File: src/rtl/bist_pkg.sv
package bist_pkg;
  localparam logic [7:0] K28_5 = 8'hBC;
  typedef enum logic [1:0] {PH_OFF, PH_SYNC, PH_DATA, PH_IDLE} phase_e;
endpackage

File: src/rtl/bist_seq.sv
module bist_seq
  import bist_pkg::*;
#(
  parameter int SYNC_LEN = 8,
  parameter int DATA_LEN = 256,
  parameter int IDLE_LEN = 3,
  localparam int MAX_LEN = (SYNC_LEN > DATA_LEN) ? ((SYNC_LEN > IDLE_LEN) ? SYNC_LEN : IDLE_LEN)
                                                 : ((DATA_LEN > IDLE_LEN) ? DATA_LEN : IDLE_LEN),
  localparam int CW = (MAX_LEN > 1) ? $clog2(MAX_LEN) : 1
) (
  input  logic          clk_i,
  input  logic          rst_ni,
  input  logic          en_i,
  output phase_e        phase_d_o,
  output logic [CW-1:0] cnt_d_o
);
  phase_e        phase_q, phase_d;
  logic [CW-1:0] cnt_q, cnt_d;

  // state names the word currently on the output
  always_comb begin
    phase_d = phase_q;
    cnt_d   = cnt_q + CW'(1);
    if (!en_i) begin
      phase_d = PH_OFF;
      cnt_d   = '0;
    end else begin
      unique case (phase_q)
        PH_OFF: begin
          phase_d = PH_SYNC;
          cnt_d   = '0;
        end
        PH_SYNC: if (cnt_q == CW'(SYNC_LEN - 1)) begin
          phase_d = PH_DATA;
          cnt_d   = '0;
        end
        PH_DATA: if (cnt_q == CW'(DATA_LEN - 1)) begin
          phase_d = PH_IDLE;
          cnt_d   = '0;
        end
        PH_IDLE: if (cnt_q == CW'(IDLE_LEN - 1)) begin
          phase_d = PH_DATA;
          cnt_d   = '0;
        end
        default: begin
          phase_d = PH_OFF;
          cnt_d   = '0;
        end
      endcase
    end
  end

  always_ff @(posedge clk_i or negedge rst_ni) begin
    if (!rst_ni) begin
      phase_q <= PH_OFF;
      cnt_q   <= '0;
    end else begin
      phase_q <= phase_d;
      cnt_q   <= cnt_d;
    end
  end

  assign phase_d_o = phase_d;
  assign cnt_d_o   = cnt_d;
endmodule

File: src/rtl/bist_out_reg.sv
module bist_out_reg
  import bist_pkg::*;
#(
  parameter int BW = 8,
  parameter int MW = 3,
  parameter int CW = 8
) (
  input  logic          clk_i,
  input  logic          rst_ni,
  input  phase_e        phase_d_i,
  input  logic [CW-1:0] cnt_d_i,
  input  logic [BW-1:0] usr_byte_i,
  input  logic          usr_k_i,
  input  logic          usr_valid_i,
  input  logic [MW-1:0] usr_mode_i,
  output logic [BW-1:0] byte_o,
  output logic          k_o,
  output logic          valid_o,
  output logic [MW-1:0] mode_o
);
  logic [BW-1:0] byte_d;
  logic          k_d, valid_d;
  logic [MW-1:0] mode_d;
  logic [BW-1:0] cnt_byte;

  generate
    if (CW >= BW) begin : g_trunc
      assign cnt_byte = cnt_d_i[BW-1:0];
    end else begin : g_pad
      assign cnt_byte = {{(BW-CW){1'b0}}, cnt_d_i};
    end
  endgenerate

  always_comb begin
    byte_d  = BW'(K28_5);
    k_d     = 1'b1;
    valid_d = 1'b1;
    mode_d  = '0;
    unique case (phase_d_i)
      PH_OFF: begin
        byte_d  = usr_byte_i;
        k_d     = usr_k_i;
        valid_d = usr_valid_i;
        mode_d  = usr_mode_i;
      end
      PH_DATA: begin
        byte_d = cnt_byte;
        k_d    = 1'b0;
      end
      default: ;
    endcase
  end

  always_ff @(posedge clk_i or negedge rst_ni) begin
    if (!rst_ni) begin
      byte_o  <= '0;
      k_o     <= 1'b0;
      valid_o <= 1'b0;
      mode_o  <= '0;
    end else begin
      byte_o  <= byte_d;
      k_o     <= k_d;
      valid_o <= valid_d;
      mode_o  <= mode_d;
    end
  end
endmodule

File: src/rtl/bist_pattern_gen.sv
module bist_pattern_gen
  import bist_pkg::*;
#(
  parameter int SYNC_LEN = 8,
  parameter int DATA_LEN = 256,
  parameter int IDLE_LEN = 3,
  parameter int BW = 8,
  parameter int MW = 3,
  localparam int MAX_LEN = (SYNC_LEN > DATA_LEN) ? ((SYNC_LEN > IDLE_LEN) ? SYNC_LEN : IDLE_LEN)
                                                 : ((DATA_LEN > IDLE_LEN) ? DATA_LEN : IDLE_LEN),
  localparam int CW = (MAX_LEN > 1) ? $clog2(MAX_LEN) : 1
) (
  input  logic          clk_i,
  input  logic          rst_ni,
  input  logic          test_en_i,
  input  logic [BW-1:0] usr_byte_i,
  input  logic          usr_k_i,
  input  logic          usr_valid_i,
  input  logic [MW-1:0] usr_mode_i,
  output logic [BW-1:0] byte_o,
  output logic          k_o,
  output logic          valid_o,
  output logic [MW-1:0] mode_o
);
  phase_e        phase_d;
  logic [CW-1:0] cnt_d;

  bist_seq #(.SYNC_LEN(SYNC_LEN), .DATA_LEN(DATA_LEN), .IDLE_LEN(IDLE_LEN)) u_seq (
    .clk_i     (clk_i),
    .rst_ni    (rst_ni),
    .en_i      (test_en_i),
    .phase_d_o (phase_d),
    .cnt_d_o   (cnt_d)
  );

  bist_out_reg #(.BW(BW), .MW(MW), .CW(CW)) u_out (
    .clk_i       (clk_i),
    .rst_ni      (rst_ni),
    .phase_d_i   (phase_d),
    .cnt_d_i     (cnt_d),
    .usr_byte_i  (usr_byte_i),
    .usr_k_i     (usr_k_i),
    .usr_valid_i (usr_valid_i),
    .usr_mode_i  (usr_mode_i),
    .byte_o      (byte_o),
    .k_o         (k_o),
    .valid_o     (valid_o),
    .mode_o      (mode_o)
  );
endmodule

File: config.mk
export PLATFORM = sky130hd
export DESIGN_NAME = bist_pattern_gen
export DESIGN_NICKNAME = d
export VERILOG_FILES = /design/src/rtl/bist_pkg.sv /design/src/rtl/bist_seq.sv /design/src/rtl/bist_out_reg.sv /design/src/rtl/bist_pattern_gen.sv
export SDC_FILE = /design/constraint.sdc
export NUM_CORES = 1
export LEC_CHECK = 0
export BUFFER_PORTS_ARGS = -buffer_cell sky130_fd_sc_hd__buf_2
export CORE_MARGIN = 4
export CORE_UTILIZATION = 30
export CTS_CLUSTER_DIAMETER = 50
export DETAILED_ROUTE_END_ITERATION = 6
export GPL_ROUTABILITY_DRIVEN = 0
export HOLD_SLACK_MARGIN = 0.15
export SETUP_SLACK_MARGIN = 0.4
export SLEW_MARGIN = 10
export SYNTH_ARGS = -nofsm -noshare
export SYNTH_HDL_FRONTEND = slang
export SYNTH_HIERARCHICAL = 1
export SYNTH_SLANG_ARGS = --single-unit
File: constraint.sdc
create_clock -name clk_i -period 2.8 [get_ports clk_i]
set_input_delay 0.56 -clock clk_i [delete_from_list [all_inputs] [get_ports clk_i]]
set_output_delay 0.56 -clock clk_i [all_outputs]
set_load 0.02 [all_outputs]
* Word level (Yosys, flattened, before mapping)
Cells that the tools add are included.
** Word-level totals
- Register bits :: 23
- Bits in latches :: 0
- Memory bits (writable) :: 0
- Memory bits (read-only) :: 0
- Bits of input ports :: 16
- Output and inout port bits :: 13
- Logic and storage cells :: 30
- Memories :: 0
** Operators by class
- Add/sub/neg operators :: 1
- $mul :: 0
- Divide/modulo/power cells :: 0
- $lt $le $gt $ge :: 0
- Eq/ne operators :: 7
- Shift operators :: 0
- Mux-type cells :: 14
- Bitwise logic cells :: 0
- Reduce and logical (&&, ||, !) cells :: 2
** Operator list (number)
- $mux W8 :: 4
- $pmux W8 S4 :: 1
- $pmux W8 S2 :: 1
- $add A8 B1 Y8 const B :: 1
- $eq A8 B2 Y1 const B :: 1
- $eq A8 B3 Y1 const B :: 1
- $eq A8 B8 Y1 const B :: 1
- $mux W2 :: 4
- $pmux W2 S4 :: 1
- $eq A2 B2 Y1 const B :: 3
- $logic_not A2 Y1 :: 2
- $mux W3 :: 1
- $eq A2 B1 Y1 const B :: 1
- $pmux W1 S2 :: 1
- $mux W1 :: 1

* Logic depth before layout (Yosys ltp)
Gate-level depths: netlist of the first run.
- Word-level depth :: 6
- Mapped depth :: 9
- Depth with buffers taken out :: 8

* Hierarchy
Netlist of the first run, hierarchy kept.
** Modules (own cells, without submodules)
- bist_seq :: instances 1, cells an instance 57, area an instance 524.3 sq um, sequential area each 250.2 sq um
- bist_out_reg :: instances 1, cells an instance 38, area an instance 509.2 sq um, sequential area each 325.3 sq um

* Least setup slack after synthesis of the first run
No wires, ideal clock.
- Kind :: register -> register
- From :: register u_seq.cnt_q[0]
- To :: register u_out.mode_o[0]
- Setup time :: 0.119 ns
- Arrival :: 1.614 ns
- Required time :: 2.681 ns
- Path slack :: 1.067 ns
- Cell stages (with the launch flop) :: 8
- Buffers on the path :: 1
- Period minus slack after synthesis :: 1.733 ns
- Path through :: dfrtp_1 -> ha_1 -> and3b_1 -> and3_1 -> nor3_1 -> buf_2 -> nor2_1 -> and2_1
** On the way
- Word-level cells in the longest chain between the ends :: 6
- Elaborated cells on any way between the ends :: 10
- Those cells by class :: eq/ne (3); mux (6); reduce/logical (1)
** RTL lines
- from (decl) :: RTL line bist_seq.sv:18 : logic [CW-1:0] cnt_q, cnt_d;
- from (signal assigned) :: RTL line bist_seq.sv:59 : cnt_q <= cnt_d;
- $eq A8 B2 Y1 (tied with other cells) :: RTL line bist_seq.sv:41 : PH_IDLE: if (cnt_q == CW'(IDLE_LEN - 1)) begin
- $mux W2 (on tied branches) :: RTL line bist_seq.sv:41, bist_seq.sv:33, bist_seq.sv:37
- $pmux W2 S4 (*) :: RTL line bist_seq.sv:28 : unique case (phase_q)
- $mux W2 (*) :: RTL line bist_seq.sv:24 : if (!en_i) begin
- via phase_d[0] :: RTL line bist_pattern_gen.sv:25 : phase_e phase_d;
- $logic_not A2 Y1 (*) :: RTL line bist_out_reg.sv:39 : unique case (phase_d_i)
- $mux W3 (*) :: RTL line bist_out_reg.sv:39
- via u_out.mode_d[0] :: RTL line bist_out_reg.sv:23 : logic [MW-1:0] mode_d;
- to (signal assigned) :: RTL line bist_out_reg.sv:64 : mode_o <= mode_d;
- to (decl) :: RTL line bist_out_reg.sv:19 : output logic [MW-1:0] mode_o
Mark *: on every way through the listed nets, which the timed path passes. The rest lies on a longest branch.

* Worst setup path in the final report of the first run
- From :: register u_seq.cnt_q[4]
- To :: register u_out.byte_o[4]
** On the way
- Word-level cells in the longest chain between the ends :: 6
- Elaborated cells on any way between the ends :: 17
- Those cells by class :: add/sub (1); eq/ne (4); mux (11); reduce/logical (1)
** RTL lines
- $eq A8 B2 Y1 (tied with other cells) :: RTL line bist_seq.sv:41
- $mux W2 (on tied branches) :: RTL line bist_seq.sv:41, bist_seq.sv:33, bist_seq.sv:37
- $pmux W2 S4 (*) :: RTL line bist_seq.sv:28
- $mux W2 (*) :: RTL line bist_seq.sv:24
- via phase_d[1] :: RTL line bist_pattern_gen.sv:25
- $eq A2 B2 Y1 / $logic_not A2 Y1 (equally long branches) :: RTL line bist_out_reg.sv:39
- $pmux W8 S2 (*) :: RTL line bist_out_reg.sv:39
- via u_out.byte_d[4] :: RTL line bist_out_reg.sv:21 : logic [BW-1:0] byte_d;
- to (signal assigned) :: RTL line bist_out_reg.sv:61 : byte_o <= byte_d;
- to (decl) :: RTL line bist_out_reg.sv:16 : output logic [BW-1:0] byte_o,
Marked as above.

==> flow_metrics.env, run 1 <==
export IMPL_syn_area_um2=1030
export IMPL_grt_pass1_vias=863
export IMPL_dp_slack_ns=0.528
export IMPL_hp_class="input pin to asynchronous set/reset pin"
export IMPL_fp_coreArea_um2=3340
export IMPL_yosys_warnings=6
export IMPL_syn_nets=113
export IMPL_grt_max_degree=24
export IMPL_status="finished clean"
export IMPL_period_needed_ns=2.02
export IMPL_ctsHtreeMaxLevel=1
export IMPL_cts_path_max_buffers=2
export IMPL_multi_input_area_um2=437
export IMPL_via_per_inst=4.53
export IMPL_placed_area_um2=1220
export IMPL_regArea_um2=576
export IMPL_final_antenna_net_count=0
export IMPL_antenna_found_initial=0
export IMPL_critPathRequiredTime_ns=3.00
export IMPL_drive_gt1_frac=0.317
export IMPL_rsz0062_at_grt="no"
export IMPL_worst_slack_ns=0.784
export IMPL_first_pass_iters=4
export IMPL_rows=21
export IMPL_drtIter0Drc=15
export IMPL_leakage_nw=0.577
export IMPL_maxCapViolations=0
export IMPL_crit_fanout=12
export IMPL_clkSinkCount=23
export IMPL_finalMaxSlewViolations=0
export IMPL_dp_hpwl_mm=1.66
export IMPL_fillCellCount=363
export IMPL_grt_use_total=0.113
export IMPL_final_cell_mix="buf_2 (28), dfrtp_1 (23), nor2_1 (17)"
export IMPL_numCtsBuffers=3
export IMPL_initial_core_util=0.310
export IMPL_worst_ep_arrival_time_ns=2.21
export IMPL_layout_nets=145
export IMPL_wl_per_cell_um=12.4
export IMPL_synthArstFlopShare=1.00
export IMPL_root_buffer="clkbuf_4"
export IMPL_hold_viol=0
export IMPL_final_setup_tns_ns=0
export IMPL_postCtsHoldBufs=0
export IMPL_num_io_pins=29
export IMPL_avgSynthCellArea_um2=10.9
export IMPL_area_delta_synth_final_pct=21.1
export IMPL_drt_total_wl_mm=2.13
export IMPL_drc=0
export IMPL_chipHeight_um=66.7
export IMPL_die_area_um2=4450
export IMPL_ir_drop_v=0.000276
export IMPL_start_kind="flip-flop"
export IMPL_synthFlopType="dfrtp_1"
export IMPL_syn_instance_count=95
export IMPL_slew_limit_headroom=0.614
export IMPL_clock_latency_ns=0.30
export IMPL_path_class="flip-flop to flip-flop"
export IMPL_io_buffers=28
export IMPL_worst_pin_slew_ns=0.579
export IMPL_vias=780
export IMPL_grt_first_pass_wirelength_mm=3.84
export IMPL_mostFrequentLayoutCell="buf_2"
export IMPL_endpoint_kind="flip-flop"
export IMPL_finClkSkew_ns=0.00183
export IMPL_timing_fmax_mhz=496
export IMPL_fin_crit_sh=0.720
export IMPL_ys_seq_area_frac=0.557
export IMPL_yosysUniqueCellTypes=28
export IMPL_finalSetupViolCount=0
export IMPL_cts_tree="built"
export IMPL_final_cell_area_um2=1250
export IMPL_synth_edf_count=0
export IMPL_diodes=0
export IMPL_grt_overflow_total=0
export IMPL_die_w_um=66.7
export IMPL_synth_seq_cells=23
export IMPL_path_clk_slew_ns=0.12
export IMPL_powerDensity_nw_per_um2=443
## logic make-up after synthesis
kind of cell,after synthesis,share of synthesized area
and+or+nand+nor,45,0.228
DFF,23,0.557
AOI/OAI and AO/OA,13,0.0969
xor gates and xnor gates,5,0.0424
buffers and inverters,4,0.0230
muxes,3,0.0291
adders and majority gates,2,0.0242
## cell type report
class                           count  share of cell area
Clock buffer                        4              0.0210
Inverter                            2             0.00600
Multi-Input combinational cell     68               0.349
Sequential cell                    23               0.460
Tap cell                           46              0.0460
Timing Repair Buffer               29               0.118
## path summary, 6_finish.rpt
path,startpoint,slack (ns),endpoint,cells after the start
setup / recovery,u_seq/cnt_q[4],0.78,u_out/byte_o[4],6
hold / removal,rst_ni,0.21,u_out/mode_o[0],1
setup reg to reg,u_seq/cnt_q[4],0.78,u_out/byte_o[4],6
hold reg to reg,u_seq/cnt_q[0],0.54,u_seq/cnt_q[0],1
max in group asynchronous,rst_ni,2.25,u_out/mode_o[1],1
min in group clk_i,usr_valid_i,0.44,u_out/valid_o,2
## synth_stat cells (2+ instances only)
| cell | number | area (um^2) |
|---|---|---|
| a21oi_1 | 2 | 10.0 |
| a211o_1 | 5 | 43.8 |
| nand2_1 | 5 | 18.8 |
| nand3_1 | 2 | 10.0 |
| and3b_1 | 2 | 17.5 |
| nor3_1 | 2 | 10.0 |
| mux2i_1 | 3 | 30.0 |
| xnor2_1 | 2 | 17.5 |
| xor2_1 | 3 | 26.3 |
| ha_1 | 2 | 25.0 |
| and2_4 | 4 | 35.0 |
| nor2_1 | 18 | 67.6 |
| dfrtp_1 | 23 | 576 |
| nand4_1 | 2 | 12.5 |
| and2_1 | 5 | 31.3 |
| o21ai_0 | 3 | 15.0 |
## report_power, final
part / switching [mW] / internal, mW / total [mW]
clock network: 0.0921 / 0.0555 / 0.148
registers: 0.00500 / 0.343 / 0.348
logic: 0.0356 / 0.0227 / 0.0583
## stage by stage
step	cells	power [mW]	util	hold slack, ns
2_1_floorplan	95	0.383	-	0.264
3_3_place_gp	168	0.413	0.366	0.496
3_5_place_dp	168	0.415	0.366	0.525
4_1_cts	172	0.567	0.374	0.215
5_1_grt	172	0.591	0.375	0.222
6_report	172	0.554	0.375	0.207
## worst max-delay path, cell delays in order (launching register included)
cell and delay [ns]:
dfrtp_1 0.44, nor3_1 0.29, and2_1 0.20, a21oi_1 0.08, nor2_2 0.46, inv_2 0.14
a211o_1 0.29
## timing repair
action / CTS / global route
resized for setup: 0 / 1
setup buffers: 0 / 0
endpoints found under the setup margin: 0 / 8
## flip-flops by register name, indices dropped and copies added, names as in the netlist
name / cells
u_out/byte_o: 8
u_out/k_o: 1
u_out/mode_o: 3
u_out/valid_o: 1
u_seq/cnt_q: 8
u_seq/phase_q: 2
## metal layers
metal / vias to the layer above / track usage / share of wire
met5: - / 0 / 0
met4: 0 / 0.0533 / 0.0085
met3: 6 / 0.0202 / 0.062
met2: 30 / 0.204 / 0.52
met1: 359 / 0.128 / 0.40
li1: 385 / - / -
(Power assumes the default switching activity.)
==> run 2, diff against run 1 <==
Clock period 2.8 ns to 2 ns, I/O delays scaled along.
==> flow_metrics.env, run 2 (same netlist as run 1, synthesis figures left out) <==
export IMPL_status="finished clean"
export IMPL_grt_max_degree=24
export IMPL_dp_hpwl_mm=1.66
export IMPL_dp_slack_ns=0.197
export IMPL_final_setup_tns_ns=0
export IMPL_drc=0
export IMPL_numCtsBuffers=3
export IMPL_cts_tree="built"
export IMPL_power_mw=0.797
export IMPL_period_needed_ns=1.83
export IMPL_clock_latency_ns=0.31
export IMPL_diodes=0
export IMPL_root_buffer="clkbuf_4"
export IMPL_post_route_util=0.409
export IMPL_num_io_pins=29
export IMPL_grt_first_pass_wirelength_mm=3.89
export IMPL_worst_pin_slew_ns=0.512
export IMPL_worst_slack_ns=0.170
export IMPL_die_w_um=66.7
export IMPL_clkSinkCount=23
export IMPL_grt_overflow_total=0
export IMPL_rsz0062_at_grt="yes"
export IMPL_layout_nets=152
export IMPL_drive_gt1_frac=0.444
export IMPL_io_buffers=28
export IMPL_drt_total_wl_mm=2.34
export IMPL_finalSetupViolCount=0
export IMPL_path_class="flip-flop to flip-flop"
export IMPL_endpoint_kind="flip-flop"
export IMPL_ir_drop_v=0.000339
export IMPL_finalMaxSlewViolations=0
export IMPL_powerDensity_nw_per_um2=584
export IMPL_first_pass_iters=3
export IMPL_final_cell_mix="buf_2 (28), dfrtp_1 (23), nor2_1 (14)"
export IMPL_fp_coreArea_um2=3340
export IMPL_initial_core_util=0.310
export IMPL_die_area_um2=4450
export IMPL_critPathRequiredTime_ns=2.21
export IMPL_hold_viol=0
export IMPL_chipHeight_um=66.7
export IMPL_leakage_nw=0.614
export IMPL_drtIter0Drc=19
export IMPL_fin_crit_sh=0.915
export IMPL_antenna_found_initial=0
export IMPL_ctsHtreeMaxLevel=1
export IMPL_wl_per_cell_um=13.0
export IMPL_grt_use_total=0.119
export IMPL_maxCapViolations=0
export IMPL_cts_path_max_buffers=2
export IMPL_worst_ep_arrival_time_ns=2.04
export IMPL_finClkSkew_ns=0.00216
export IMPL_rows=21
export IMPL_start_kind="flip-flop"
export IMPL_largestRegisters="u_out/byte_o: 8 flops, u_seq/cnt_q: 8 flops, u_out/mode_o: 3 flops"
export IMPL_timing_fmax_mhz=547
export IMPL_area_delta_synth_final_pct=32.0
export IMPL_mostFrequentLayoutCell="buf_2"
export IMPL_final_antenna_net_count=0
export IMPL_hp_class="input pin to flip-flop"
export IMPL_slew_limit_headroom=0.659
export IMPL_grt_pass1_vias=825
export IMPL_path_clk_slew_ns=0.13
export IMPL_crit_fanout=4
export IMPL_via_per_inst=4.44
export IMPL_vias=795
run 2: cell types whose count changed in the layout (fill, tap and decap cells not counted), sizes merged:
cell | previous run | this run
dlygate4sd3 | 0 | 1
clkbuf | 4 | 3
clkinv | 0 | 1
buf | 29 | 35
run 2: report_power, final:
| part | leakage, nW | total [mW] | switching (mW) | internal (mW) |
|---|---|---|---|---|
| Clock | 0.0177 | 0.215 | 0.141 | 0.0746 |
| Sequential | 0.286 | 0.488 | 0.00679 | 0.481 |
| Combinational | 0.311 | 0.0937 | 0.0542 | 0.0395 |
run 2: routing by layer:
metal	share of wire	global-route usage
met2	0.49	0.192
met1	0.46	0.146
met4	0.016	0.0609
met3	0.036	0.0304
met5	0	0
run 2: path summary, 6_finish.rpt:
path / from / to / slack, ns / depth (start not counted)
worst max-delay path: u_seq/cnt_q[1] / u_out/byte_o[5] / 0.17 / 7
worst min-delay path: usr_valid_i / u_out/valid_o / 0.27 / 2
worst max register to register: u_seq/cnt_q[1] / u_out/byte_o[5] / 0.17 / 7
worst min register to register: u_seq/cnt_q[0] / u_seq/cnt_q[0] / 0.50 / 1
max in group asynchronous: rst_ni / u_seq/cnt_q[1] / 1.08 / 2
min in group asynchronous: rst_ni / u_out/byte_o[4] / 0.58 / 2
run 2: cell type report:
| cell class | instances | area, um^2 |
|---|---|---|
| multi-input combinational | 68 | 489 |
| clock inverter | 1 | 5.00 |
| clock buffer | 3 | 22.5 |
| timing repair buffer | 36 | 206 |
| inverter | 2 | 7.51 |
| fill | 337 | 1970 |
| sequential | 23 | 576 |
| tap | 46 | 57.6 |
run 2: timing repair:
action,in CTS,in global routing
hold buffers,1,0
buffers inserted,1,2
resized for setup,5,6
setup endpoints to repair,14,19
endpoints found under the hold margin,23,0
pin swaps,1,1
run 2: stage by stage:
stage          hold WS [ns]  std cells  instance area [um^2]
3_5_place_dp          0.410        171                  1260
5_1_grt               0.248        179                  1360
3_3_place_gp          0.402        171                  1260
4_1_cts               0.260        177                  1330
2_1_floorplan         0.104         95                  1050
6_report              0.269        179                  1360
run 2: worst max-delay path, stage by stage (launching register included):
cell and delay (ns):
dfrtp_1 0.41, ha_2 0.22, and3b_2 0.21, o211ai_1 0.10
a32oi_2 0.34, nor2_1 0.10, and2_4 0.14, a211o_1 0.21
